--- src/rtl/cmp_cond_pkg.sv ---
package cmp_cond_pkg;
  localparam int FILT_LEN_W = 6;

  typedef enum logic [1:0] {
    BLANK_OFF  = 2'd0,
    BLANK_RISE = 2'd1,
    BLANK_FALL = 2'd2,
    BLANK_BOTH = 2'd3
  } blankMode_e;

  typedef enum logic [1:0] {
    GATE_ALWAYS  = 2'd0,
    GATE_REF1    = 2'd1,
    GATE_REF2    = 2'd2,
    GATE_ALWAYS2 = 2'd3
  } filtGate_e;

  // strobes from control to datapath
  typedef struct packed {
    logic                  blankNow;
    logic                  filtOn;
    logic [FILT_LEN_W-1:0] filtLen;
  } condStrb_t;
endpackage

--- src/rtl/cmp_cond_ctrl.sv ---
module cmp_cond_ctrl
  import cmp_cond_pkg::*;
#(
  parameter int BLANK_W  = 7,
  parameter int CODE_W   = 4,
  parameter int LONG_LEN = 32
) (
  input  logic               clk,
  input  logic               rst_n,
  input  logic               lvl,
  input  logic               blankTrig,
  input  logic               refSel,
  input  logic [1:0]         cfgBlankMode,
  input  logic               cfgExtBlank,
  input  logic [BLANK_W-1:0] cfgBlankLen,
  input  logic               cfgFiltEn,
  input  logic [CODE_W-1:0]  cfgFiltCode,
  input  logic [1:0]         cfgFiltGate,
  output condStrb_t          strb
);
  localparam int PAD_W = FILT_LEN_W - CODE_W;

  logic               srcNow;
  logic               srcPrev;
  logic               srcRise;
  logic               srcFall;
  logic               trigHit;
  logic               armWin;
  logic [BLANK_W-1:0] blankLeft;
  logic               gateOk;

  // blanking source and edge qualification
  assign srcNow  = cfgExtBlank ? blankTrig : lvl;
  assign srcRise = srcNow & ~srcPrev;
  assign srcFall = ~srcNow & srcPrev;

  always_comb begin
    unique case (blankMode_e'(cfgBlankMode))
      BLANK_RISE: trigHit = srcRise;
      BLANK_FALL: trigHit = srcFall;
      BLANK_BOTH: trigHit = srcRise | srcFall;
      default:    trigHit = 1'b0;
    endcase
  end

  assign armWin = trigHit && (cfgBlankLen != '0);

  always_ff @(posedge clk) begin
    if (!rst_n) begin
      srcPrev   <= 1'b0;
      blankLeft <= '0;
    end else begin
      srcPrev <= srcNow;
      if (armWin)
        blankLeft <= cfgBlankLen - BLANK_W'(1);
      else if (blankLeft != '0)
        blankLeft <= blankLeft - BLANK_W'(1);
    end
  end

  // filter gating by active reference
  always_comb begin
    unique case (filtGate_e'(cfgFiltGate))
      GATE_REF1: gateOk = ~refSel;
      GATE_REF2: gateOk = refSel;
      default:   gateOk = 1'b1;
    endcase
  end

  assign strb.blankNow = armWin || (blankLeft != '0);
  assign strb.filtOn   = cfgFiltEn & gateOk;
  assign strb.filtLen  = (cfgFiltCode == '1) ? FILT_LEN_W'(LONG_LEN)
                       : ({{PAD_W{1'b0}}, cfgFiltCode} + FILT_LEN_W'(2));
endmodule

--- src/rtl/cmp_cond_dp.sv ---
module cmp_cond_dp
  import cmp_cond_pkg::*;
#(
  parameter int SYNC_STAGES = 2
) (
  input  logic      clk,
  input  logic      rst_n,
  input  logic      cmpRaw,
  input  logic      cfgSyncEn,
  input  logic      cfgInvEn,
  input  condStrb_t strb,
  output logic      lvl,
  output logic      cmpOut,
  output logic      riseEvt,
  output logic      fallEvt
);
  logic [SYNC_STAGES-1:0] syncQ;
  logic                   syncOut;
  logic                   heldQ;
  logic                   bLvl;
  logic                   outQ;
  logic                   outNext;
  logic [FILT_LEN_W-1:0]  runQ;
  logic [FILT_LEN_W-1:0]  runD;
  logic [FILT_LEN_W-1:0]  runNext;

  generate
    if (SYNC_STAGES == 1) begin : g_sync1
      always_ff @(posedge clk) begin
        if (!rst_n) syncQ <= '0;
        else        syncQ <= cmpRaw;
      end
    end else begin : g_syncN
      always_ff @(posedge clk) begin
        if (!rst_n) syncQ <= '0;
        else        syncQ <= {syncQ[SYNC_STAGES-2:0], cmpRaw};
      end
    end
  endgenerate

  assign syncOut = cfgSyncEn ? syncQ[SYNC_STAGES-1] : cmpRaw;
  assign lvl     = syncOut ^ cfgInvEn;

  // blanking hold
  always_ff @(posedge clk) begin
    if (!rst_n)             heldQ <= 1'b0;
    else if (!strb.blankNow) heldQ <= lvl;
  end
  assign bLvl = strb.blankNow ? heldQ : lvl;

  // stability filter
  assign runNext = runQ + FILT_LEN_W'(1);
  always_comb begin
    outNext = outQ;
    runD    = runQ;
    if (!strb.filtOn) begin
      outNext = bLvl;
      runD    = '0;
    end else if (bLvl == outQ) begin
      runD = '0;
    end else if (runNext >= strb.filtLen) begin
      outNext = bLvl;
      runD    = '0;
    end else begin
      runD = runNext;
    end
  end

  always_ff @(posedge clk) begin
    if (!rst_n) begin
      outQ    <= 1'b0;
      runQ    <= '0;
      riseEvt <= 1'b0;
      fallEvt <= 1'b0;
    end else begin
      outQ    <= outNext;
      runQ    <= runD;
      riseEvt <= outNext & ~outQ;
      fallEvt <= ~outNext & outQ;
    end
  end

  assign cmpOut = outQ;
endmodule

--- src/rtl/cmp_blank_filter.sv ---
module cmp_blank_filter
  import cmp_cond_pkg::*;
#(
  parameter int BLANK_W     = 7,
  parameter int CODE_W      = 4,
  parameter int SYNC_STAGES = 2,
  parameter int LONG_LEN    = 32
) (
  input  logic               clk,
  input  logic               rst_n,
  input  logic               cmpRaw,
  input  logic               blankTrig,
  input  logic               refSel,
  input  logic               cfgSyncEn,
  input  logic               cfgInvEn,
  input  logic [1:0]         cfgBlankMode,
  input  logic               cfgExtBlank,
  input  logic [BLANK_W-1:0] cfgBlankLen,
  input  logic               cfgFiltEn,
  input  logic [CODE_W-1:0]  cfgFiltCode,
  input  logic [1:0]         cfgFiltGate,
  output logic               cmpOut,
  output logic               riseEvt,
  output logic               fallEvt
);
  condStrb_t strb;
  logic      lvl;

  cmp_cond_ctrl #(
    .BLANK_W (BLANK_W),
    .CODE_W  (CODE_W),
    .LONG_LEN(LONG_LEN)
  ) u_ctrl (
    .clk         (clk),
    .rst_n       (rst_n),
    .lvl         (lvl),
    .blankTrig   (blankTrig),
    .refSel      (refSel),
    .cfgBlankMode(cfgBlankMode),
    .cfgExtBlank (cfgExtBlank),
    .cfgBlankLen (cfgBlankLen),
    .cfgFiltEn   (cfgFiltEn),
    .cfgFiltCode (cfgFiltCode),
    .cfgFiltGate (cfgFiltGate),
    .strb        (strb)
  );

  cmp_cond_dp #(
    .SYNC_STAGES(SYNC_STAGES)
  ) u_dp (
    .clk      (clk),
    .rst_n    (rst_n),
    .cmpRaw   (cmpRaw),
    .cfgSyncEn(cfgSyncEn),
    .cfgInvEn (cfgInvEn),
    .strb     (strb),
    .lvl      (lvl),
    .cmpOut   (cmpOut),
    .riseEvt  (riseEvt),
    .fallEvt  (fallEvt)
  );
endmodule

--- config.mk ---
export PLATFORM = sky130hd
export DESIGN_NAME = cmp_blank_filter
export DESIGN_NICKNAME = d
export VERILOG_FILES = /design/src/rtl/cmp_cond_pkg.sv /design/src/rtl/cmp_cond_ctrl.sv /design/src/rtl/cmp_cond_dp.sv /design/src/rtl/cmp_blank_filter.sv
export SDC_FILE = /design/constraint.sdc
export NUM_CORES = 1
export LEC_CHECK = 0
export BUFFER_PORTS_ARGS = -buffer_cell sky130_fd_sc_hd__clkbuf_2
export CELL_PAD_IN_SITES_DETAIL_PLACEMENT = 1
export CELL_PAD_IN_SITES_GLOBAL_PLACEMENT = 2
export CORE_MARGIN = 8
export CORE_UTILIZATION = 35
export CTS_CLUSTER_SIZE = 28
export DETAILED_ROUTE_END_ITERATION = 10
export PLACE_DENSITY_LB_ADDON = 0.1
export SETUP_SLACK_MARGIN = 0.02
export SYNTH_ARGS = -nofsm -noshare
export SYNTH_HDL_FRONTEND = slang
export SYNTH_SLANG_ARGS = --single-unit
--- constraint.sdc ---
create_clock -name clk -period 5.8 [get_ports clk]
set_input_delay 1.45 -clock clk [delete_from_list [all_inputs] [get_ports clk]]
set_output_delay 1.45 -clock clk [all_outputs]
set_load 0.005 [all_outputs]
# After elaboration in Yosys (flattened, before gate mapping)
# Index checks and enable logic that the tools add are counted.
[op_classes] order_cmp=1 bitwise_logic=14 addsub=4 n_mux=11 n_reduce_logical=6 n_eq_ne=7
[ops] op="two-way mux 7 bit" count=2
[ops] op="nonzero test 7 bit" count=2
[ops] op="subtractor 7 x 1 -> 7 bit (second input constant)" count=2
[ops] op="NOT 1 bit" count=7
[ops] op="adder 6 x 1 -> 6 bit (second input constant)" count=1
[ops] op="equality test 2 bit (second input constant)" count=3
[ops] op=">= comparator 6 bit" count=1
[ops] op="two-way mux 1 bit" count=6
[ops] op="two-way mux 6 bit" count=1
[ops] op="adder 4 x 2 -> 5 bit (second input constant)" count=1
[ops] op="AND 1 bit" count=5
[ops] op="equality test 2 x 1 -> 1 bit (second input constant)" count=2
[ops] op="equality test 4 bit (second input constant)" count=1
[ops] op="OR reduction 4 bit" count=1
[ops] op="one-hot mux 1 bit (3 select lines)" count=1
[ops] op="one-hot mux 1 bit (2 select lines)" count=1
[ops] op="nonzero test 2 bit" count=1
[ops] op="equality test 1 bit" count=1
[ops] op="logical AND 1 bit" count=1
[ops] op="logical OR 1 bit" count=1
[ops] op="bitwise OR 1 bit" count=1
[ops] op="bitwise XOR 1 bit" count=1
[word_totals] regBits=20 out_inout_bits=3

# Longest topological paths before layout
# Gate-level depths: netlist of the first run.
[depth] ltp_word=15 mapped_depth=15

# Hierarchy
# A second synthesis of the first run with hierarchy kept.
[unflattened] cells_unflattened=161 hier_area_um2=1391.3
[modules_own_cells] mod="cmp_cond_ctrl" seq_area_each_um2=160.2 area_per_inst_um2=716.9 cells_per_inst=94 instances=1
[modules_own_cells] mod="cmp_cond_dp" seq_area_each_um2=240.2 area_per_inst_um2=674.4 cells_per_inst=67 instances=1

# Least setup slack after synthesis of the first run
# Ideal clock, no wire load.
[synth_path] path_kind="input port to flip-flop" startpoint="input cfgSyncEn" endpoint="register u_ctrl.blankLeft[6]" arrival_time_ps=3982 setup_slack_ps=1733 n_path_buf=1 setup_time_ps=86 cell_stages=15 t_required_ps=5714 cell_sequence="mux2i_1 -> xor2_1 -> o21ai_0 -> ha_1 -> nand2b_1 -> o211ai_1 -> o21a_1 -> buf_2 -> mux2i_1 -> ha_1 -> nand2_1 -> nor3_1 -> xor2_1 -> nor2_1 -> a211oi_1"
[synth_between] elab_chain_cells=9 word_cells_on_any_way=11 classes_between="mux: 4; bitwise: 5; reduce/logical: 2"
[synth_lines] element="start, declared" line_no="cmp_blank_filter.sv:14" text="input logic cfgSyncEn,"
[synth_lines] element="two-way mux 1 bit (*)" line_no="cmp_cond_dp.sv:41" text="assign syncOut = cfgSyncEn ? syncQ[SYNC_STAGES-1] : cmpRaw;"
[synth_lines] element="bitwise XOR 1 bit (*)" line_no="cmp_cond_dp.sv:42" text="assign lvl = syncOut ^ cfgInvEn;"
[synth_lines] element="two-way mux 1 bit (*)" line_no="cmp_cond_ctrl.sv:33" text="assign srcNow = cfgExtBlank ? blankTrig : lvl;"
[synth_lines] element="NOT 1 bit" line_no="cmp_cond_ctrl.sv:35" text="assign srcFall = ~srcNow & srcPrev;"
[synth_lines] element="AND 1 bit" line_no="cmp_cond_ctrl.sv:35"
[synth_lines] element="bitwise OR 1 bit" line_no="cmp_cond_ctrl.sv:41" text="BLANK_BOTH: trigHit = srcRise | srcFall;"
[synth_lines] element="one-hot mux 1 bit (3 select lines) (*)" line_no="cmp_cond_ctrl.sv:38" text="unique case (blankMode_e'(cfgBlankMode))"
[synth_lines] element="logical AND 1 bit (*)" line_no="cmp_cond_ctrl.sv:46" text="assign armWin = trigHit && (cfgBlankLen != '0);"
[synth_lines] element="two-way mux 7 bit or nonzero test 2 bit (tied branches)"
[synth_lines] element="end signal, assigned" line_no="cmp_cond_ctrl.sv:55" text="blankLeft <= cfgBlankLen - BLANK_W'(1);"
[synth_lines] element="end signal, assigned" line_no="cmp_cond_ctrl.sv:57" text="blankLeft <= blankLeft - BLANK_W'(1);"
[synth_lines] element="end, declared" line_no="cmp_cond_ctrl.sv:29" text="logic [BLANK_W-1:0] blankLeft;"
# Mark *: on every way between the ends. The rest lies on a longest branch, timed or not.
# A chain may end at the register's enable or synchronous reset.

# Worst setup path in the final report of the first run
# Same ends and word-level chain as after synthesis.

==> flow_metrics.env, run 1 <==
export IMPL_crit_chain="clkbuf_2 > mux2i_1 > xor2_1 > o21ai_0 > ha_1 > nand2b_1 > o211ai_1 > o21a_1 > mux2i_1 > ha_1 > nand2_1 > nor3_1 > xor2_1 > nor2_1 > a211oi_1"
export IMPL_syn_area_per_cell_um2=9.19
export IMPL_arrival_ns=4.34
export IMPL_n_fill_cell=442
export IMPL_final_area_um2=1480
export IMPL_synth_nets=175
export IMPL_h_tree_depth=1
export IMPL_min_period_ns=4.13
export IMPL_period_share=0.712
export IMPL_clock_skew_ns=0.00118
export IMPL_grt_pass1_wl_um=5040
export IMPL_fin_util=0.413
export IMPL_cp_end_kind="flop"
export IMPL_stdcell_count=213
export IMPL_cp_start_kind="primary input"
export IMPL_track_usage=0.103
export IMPL_cp_top_family="compound AO/OA/AOI/OAI gates"
export IMPL_fin_nets=203
export IMPL_synth_edf_count=0
export IMPL_ys_seq_area_frac=0.313
export IMPL_status="completed"
export IMPL_synth_warnings=0
export IMPL_setup_tns_final_ns=0
export IMPL_area_delta_synth_final_pct=15.7
export IMPL_cp_required_ns=6.01
export IMPL_dr_pass1_iters=4
export IMPL_intPower_uw=251
export IMPL_clk_latency_ns=0.29
export IMPL_num_rows=22
export IMPL_cp_max_fo=6
export IMPL_synth_cell_type_count=43
export IMPL_cpMaxStageDelayCell="o21a_1"
export IMPL_leakage_nw=0.650
export IMPL_ir_drop_mv=0.0599
export IMPL_synthesis_area_um2=1280
export IMPL_cts_root_buf="clkbuf_4"
export IMPL_cts_buffers=3
export IMPL_switching_share=0.342
export IMPL_postCtsSetupRepairBufs=0
export IMPL_drt_initial_drc_count=28
export IMPL_setup_viol=0
export IMPL_clkPwrFrac=0.164
export IMPL_combPwrFrac=0.370
export IMPL_ys_ff_latch=20
export IMPL_critPathBufInv=1
export IMPL_core_um2=3580
export IMPL_placed_area_um2=1460
export IMPL_slowest_delay_ns=0.36
export IMPL_fmax_ghz=0.242
export IMPL_clock_path_buffers=2
export IMPL_antenna_cells=0
export IMPL_seqCellArea_um2=400
export IMPL_grt_pass1_vias=1204
export IMPL_clock_sinks=20
export IMPL_hold_path_class="flop to flop"
export IMPL_vias=1086
export IMPL_synth_top_flop_cell="dfxtp_1"
export IMPL_path_class="primary input to flop"
export IMPL_overflow=0
export IMPL_grt_max_degree=15
export IMPL_multi_input_area_um2=850
export IMPL_clk_pin_slew_ns=0.10
export IMPL_start_util=0.357
export IMPL_finalHoldViolCount=0
export IMPL_ant_nets=0
export IMPL_p_sw_uw=131
export IMPL_dp_hpwl_um=2520
export IMPL_cap_violations=0
export IMPL_post_drt_wl_per_cell_um=13.3
export IMPL_io_pins=27
export IMPL_dieWidth_um=76.4
export IMPL_drc=0
export IMPL_dp_cells=210
export IMPL_ctsResizeCount=0
export IMPL_seq_power_share=0.465
export IMPL_port_buffers=26
export IMPL_drive_above_1_share=0.230
export IMPL_die_y_um=76.4
export IMPL_drv_slew=0
export IMPL_worst_pin_slew_ns=0.549
export IMPL_antenna_found_initial=0
export IMPL_tritoncts="yes"
export IMPL_relSlewSlack=0.631
export IMPL_power_density_nw_per_um2=258
export IMPL_rsz0062_at_grt="no"
export IMPL_wl_um=2830
export IMPL_die_area_um2=5840
export IMPL_ys_async_sr_fraction=0
export IMPL_viasPerCell=5.10
export IMPL_holdBufCountCts=0
export IMPL_gp_congestion=0.784
export IMPL_syn_inst=139
-- cell families after synthesis --
logic type               after synthesis  synth area share
multiplexers                           6            0.0490
buffers and inverters                  7            0.0215
flip-flops                            20             0.313
AO/OA/AOI/OAI                         20             0.117
AND/OR/NAND/NOR                       60             0.286
XOR/XNOR                              14            0.0960
adder cells (fa/ha/maj)               12             0.118
-- path summary, 6_finish.rpt --
check,from,to,slack [ns],cells after the start
min,u_dp.syncQ[0],u_dp.syncQ[1],0.45,1
max,cfgSyncEn,u_ctrl.blankLeft[6],1.67,15
max reg2reg,u_dp.syncQ[1],u_ctrl.blankLeft[6],2.66,14
min reg2reg,u_dp.syncQ[0],u_dp.syncQ[1],0.45,1
-- power by group through the flow --
stage | Clock (mW) | Combinational, mW | Sequential, mW
2_1_floorplan | 0 | 0.109 | 0.175
3_3_place_gp | 0 | 0.140 | 0.179
3_5_place_dp | 0 | 0.144 | 0.181
4_1_cts | 0.0672 | 0.145 | 0.178
5_1_grt | 0.0700 | 0.161 | 0.180
6_report | 0.0628 | 0.141 | 0.178
-- flip-flops by register name, summed over array words and instances (netlist names) --
name / cells
u_dp.riseEvt: 1
u_dp.cmpOut: 1
u_ctrl.srcPrev: 1
u_dp.heldQ: 1
u_dp.syncQ: 2
u_dp.runQ: 6
u_ctrl.blankLeft: 7
u_dp.fallEvt: 1
-- layout make-up --
class / count / share of cell area
multi-input cells: 112 / 0.575
flip-flops and latches: 20 / 0.271
repair buffers: 26 / 0.0881
well taps: 48 / 0.0406
clock buffers: 3 / 0.0152
inverters: 4 / 0.0102
-- placed cells by master (no fill, tap or decap), drive strengths merged --
cell type / synthesis / routed
a21boi: 1 / 1
nor4b: 3 / 3
mux2i: 4 / 4
dfxtp: 20 / 20
and3: 2 / 2
nand2b: 3 / 3
and4bb: 1 / 1
nor2b: 2 / 2
o221a: 1 / 1
xnor2: 8 / 8
xor2: 6 / 6
ha: 12 / 12
a211oi: 5 / 5
inv: 4 / 4
o21a: 2 / 2
mux2: 2 / 2
a2111oi: 1 / 1
nand4: 1 / 1
o311a: 1 / 1
o21ai: 4 / 4
nor3: 4 / 4
or2: 1 / 1
nor3b: 6 / 6
a31oi: 1 / 1
o31a: 1 / 1
clkbuf: 2 / 29
nor4bb: 1 / 1
a21o: 1 / 1
nand3b: 1 / 1
nor4: 1 / 1
nand3: 7 / 7
o211ai: 1 / 1
nand2: 10 / 10
and2: 4 / 4
a21oi: 1 / 1
and4b: 1 / 1
nor2: 12 / 12
-- Yosys cell counts, types with 2 or more instances --
cell type / instances / area [um2]
dfxtp_1: 20 / 400
ha_1: 12 / 150
nor2_1: 12 / 45.0
nand2_1: 10 / 37.5
xnor2_1: 8 / 70.1
nand3_1: 7 / 35.0
xor2_1: 6 / 52.6
a211oi_1: 5 / 37.5
nor3b_1: 5 / 37.5
and2_1: 4 / 25.0
inv_1: 4 / 15.0
mux2i_1: 4 / 40.0
nand2b_1: 3 / 18.8
nor3_1: 3 / 15.0
and3_1: 2 / 12.5
clkbuf_1: 2 / 7.51
mux2_2: 2 / 22.5
nor2b_1: 2 / 12.5
nor4b_2: 2 / 30.0
o21a_1: 2 / 15.0
o21ai_0: 2 / 10.0
-- per-layer routing --
metal / wire, um / track usage / share of wire
met1: 1180 / 0.102 / 0.42
met2: 1530 / 0.197 / 0.54
met3: 91 / 0.0212 / 0.032
met4: 34 / 0.0462 / 0.012
met5: 0 / 0 / 0
-- stage by stage --
stage / hold WS [ns] / setup slack (ns) / total power, mW
final: 0.453 / 1.67 / 0.382
after global routing: 0.489 / 1.30 / 0.412
after floorplan: 0.412 / 1.73 / 0.284
after CTS: 0.460 / 1.63 / 0.390
after detailed placement: 0.432 / 1.34 / 0.325
after global placement: 0.420 / 1.42 / 0.319
Power figures use the tool's default switching activity.
==> inputs of run 2 (changes only) <==
--- a/config.mk
+++ b/config.mk
@@ -9,7 +9,7 @@
 export CELL_PAD_IN_SITES_DETAIL_PLACEMENT = 1
 export CELL_PAD_IN_SITES_GLOBAL_PLACEMENT = 2
 export CORE_MARGIN = 8
-export CORE_UTILIZATION = 35
+export CORE_UTILIZATION = 32
 export CTS_CLUSTER_SIZE = 28
 export DETAILED_ROUTE_END_ITERATION = 10
 export PLACE_DENSITY_LB_ADDON = 0.1
==> constraint.sdc (replaced) <==
create_clock -name clk -period 3.9 [get_ports clk]
set_input_delay 0.975 -clock clk [delete_from_list [all_inputs] [get_ports clk]]
set_output_delay 0.975 -clock clk [all_outputs]
set_load 0.005 [all_outputs]
==> flow_metrics.env, run 2 (synthesis gave the netlist of run 1 again) <==
export IMPL_setup_viol=0
export IMPL_grt_max_degree=15
export IMPL_clk_latency_ns=0.26
export IMPL_grt_pass1_vias=1165
export IMPL_viasPerCell=5.02
export IMPL_final_area_um2=1550
export IMPL_num_rows=23
export IMPL_power_uw=693
export IMPL_min_period_ns=3.53
export IMPL_power_density_nw_per_um2=447
export IMPL_cts_buffers=3
export IMPL_holdBufCountCts=0
export IMPL_dp_cells=215
export IMPL_tritoncts="yes"
export IMPL_stdcell_count=219
export IMPL_cp_start_kind="primary input"
export IMPL_final_cell_mix="clkbuf_2, dfxtp_1, nor2_1, ha_1, nand2_1"
export IMPL_clk_pin_slew_ns=0.08
export IMPL_ctsResizeCount=0
export IMPL_min_path_cells=1
export IMPL_wl_um=3180
export IMPL_postCtsSetupRepairBufs=0
export IMPL_crit_chain="clkbuf_2 > mux2i_1 > xor2_1 > o21ai_1 > ha_1 > nand2b_1 > o211ai_1 > o21a_2 > mux2i_1 > ha_1 > nand2_1 > nor3_1 > xor2_1 > nor2_1 > a211oi_1"
export IMPL_cp_max_fo=4
export IMPL_top_register="u_ctrl.blankLeft"
export IMPL_dieWidth_um=79.2
export IMPL_drive_above_1_share=0.254
export IMPL_fmax_ghz=0.284
export IMPL_slowest_delay_ns=0.29
export IMPL_cp_required_ns=4.08
export IMPL_clock_sinks=20
export IMPL_mostFrequentLayoutCell="clkbuf_2"
export IMPL_cp_end_kind="flop"
export IMPL_die_area_um2=6270
export IMPL_drc=0
export IMPL_cts_root_buf="clkbuf_8"
export IMPL_grt_pass1_wl_um=5200
export IMPL_port_buffers=26
export IMPL_track_usage=0.102
export IMPL_fin_hold_ws_ns=0.443
export IMPL_vias=1099
export IMPL_start_util=0.326
export IMPL_area_delta_synth_final_pct=21.5
export IMPL_gp_congestion=0.765
export IMPL_top_regs="u_ctrl.blankLeft x7, u_dp.runQ x6, u_dp.syncQ x2"
export IMPL_fin_nets=206
export IMPL_arrival_ns=3.70
export IMPL_relSlewSlack=0.643
export IMPL_pre_cts_ws_ns=-0.0186
export IMPL_overflow=0
export IMPL_drv_slew=0
export IMPL_rsz0062_at_grt="no"
export IMPL_largest_reg_flops=7
export IMPL_worst_pin_slew_ns=0.531
export IMPL_cpMaxStageDelayCell="mux2i_1"
export IMPL_clock_path_buffers=2
export IMPL_finalHoldViolCount=0
export IMPL_cap_violations=0
export IMPL_dr_pass1_iters=5
export IMPL_ir_drop_mv=0.278
export IMPL_period_share=0.904
export IMPL_clock_skew_ns=0.00161
export IMPL_antenna_found_initial=0
export IMPL_die_y_um=79.2
export IMPL_drt_initial_drc_count=26
export IMPL_core_um2=3910
export IMPL_status="completed"
export IMPL_h_tree_depth=1
export IMPL_leakage_nw=0.687
export IMPL_placed_area_um2=1480
export IMPL_dp_hpwl_um=2630
export IMPL_post_drt_wl_per_cell_um=14.5
export IMPL_hold_path_class="flop to flop"
export IMPL_antenna_cells=0
export IMPL_io_pins=27
export IMPL_path_class="primary input to flop"
export IMPL_reg2reg_depth=14
export IMPL_fin_ws_ns=0.374
export IMPL_ant_nets=0
run 2: path summary, 6_finish.rpt:
check | start | endpoint | slack, ns
hold / removal | u_dp.syncQ[0] | u_dp.syncQ[1] | 0.44
setup reg to reg | u_dp.syncQ[1] | u_ctrl.blankLeft[6] | 0.92
hold reg to reg | u_dp.syncQ[0] | u_dp.syncQ[1] | 0.44
setup / recovery | cfgSyncEn | u_ctrl.blankLeft[6] | 0.37
run 2: per-stage QoR:
step / util / setup TNS [ns]
2_1_floorplan: - / 0
3_3_place_gp: 0.378 / 0
3_5_place_dp: 0.378 / -0.0186
4_1_cts: 0.396 / 0
5_1_grt: 0.397 / 0
6_report: 0.397 / 0
run 2: critical path: cells and delay by family:
family	cells	cell delay [ns]
simple gates	4	0.45
mux	2	0.56
xor+xnor	2	0.41
compound gates	4	0.73
buf+inv	1	0.09
fa+ha+maj	2	0.50
run 2: final cells by class:
type	count	area (um2)
clock buffers	3	41.3
clock inverters	1	30.0
fillers	492	2360
inverters	4	15.0
multi-input cells	112	851
flip-flops and latches	20	400
well taps	50	62.6
repair buffers	29	153
run 2: layer usage:
| layer | track usage | wire [um] | vias up |
|---|---|---|---|
| met1 | 0.123 | 1520 | 514 |
| met3 | 0.0350 | 189 | 2 |
| met4 | 0.0278 | 23 | 0 |
| met5 | 0 | 0 | - |
| li1 | - | - | 560 |
| met2 | 0.168 | 1440 | 23 |
run 2: report_power, final:
part           leakage, nW  switching [mW]  total [mW]  internal [mW]
sequential           0.164          0.0251       0.262          0.237
clock               0.0357          0.0740       0.211          0.137
combinational        0.487           0.114       0.221          0.106
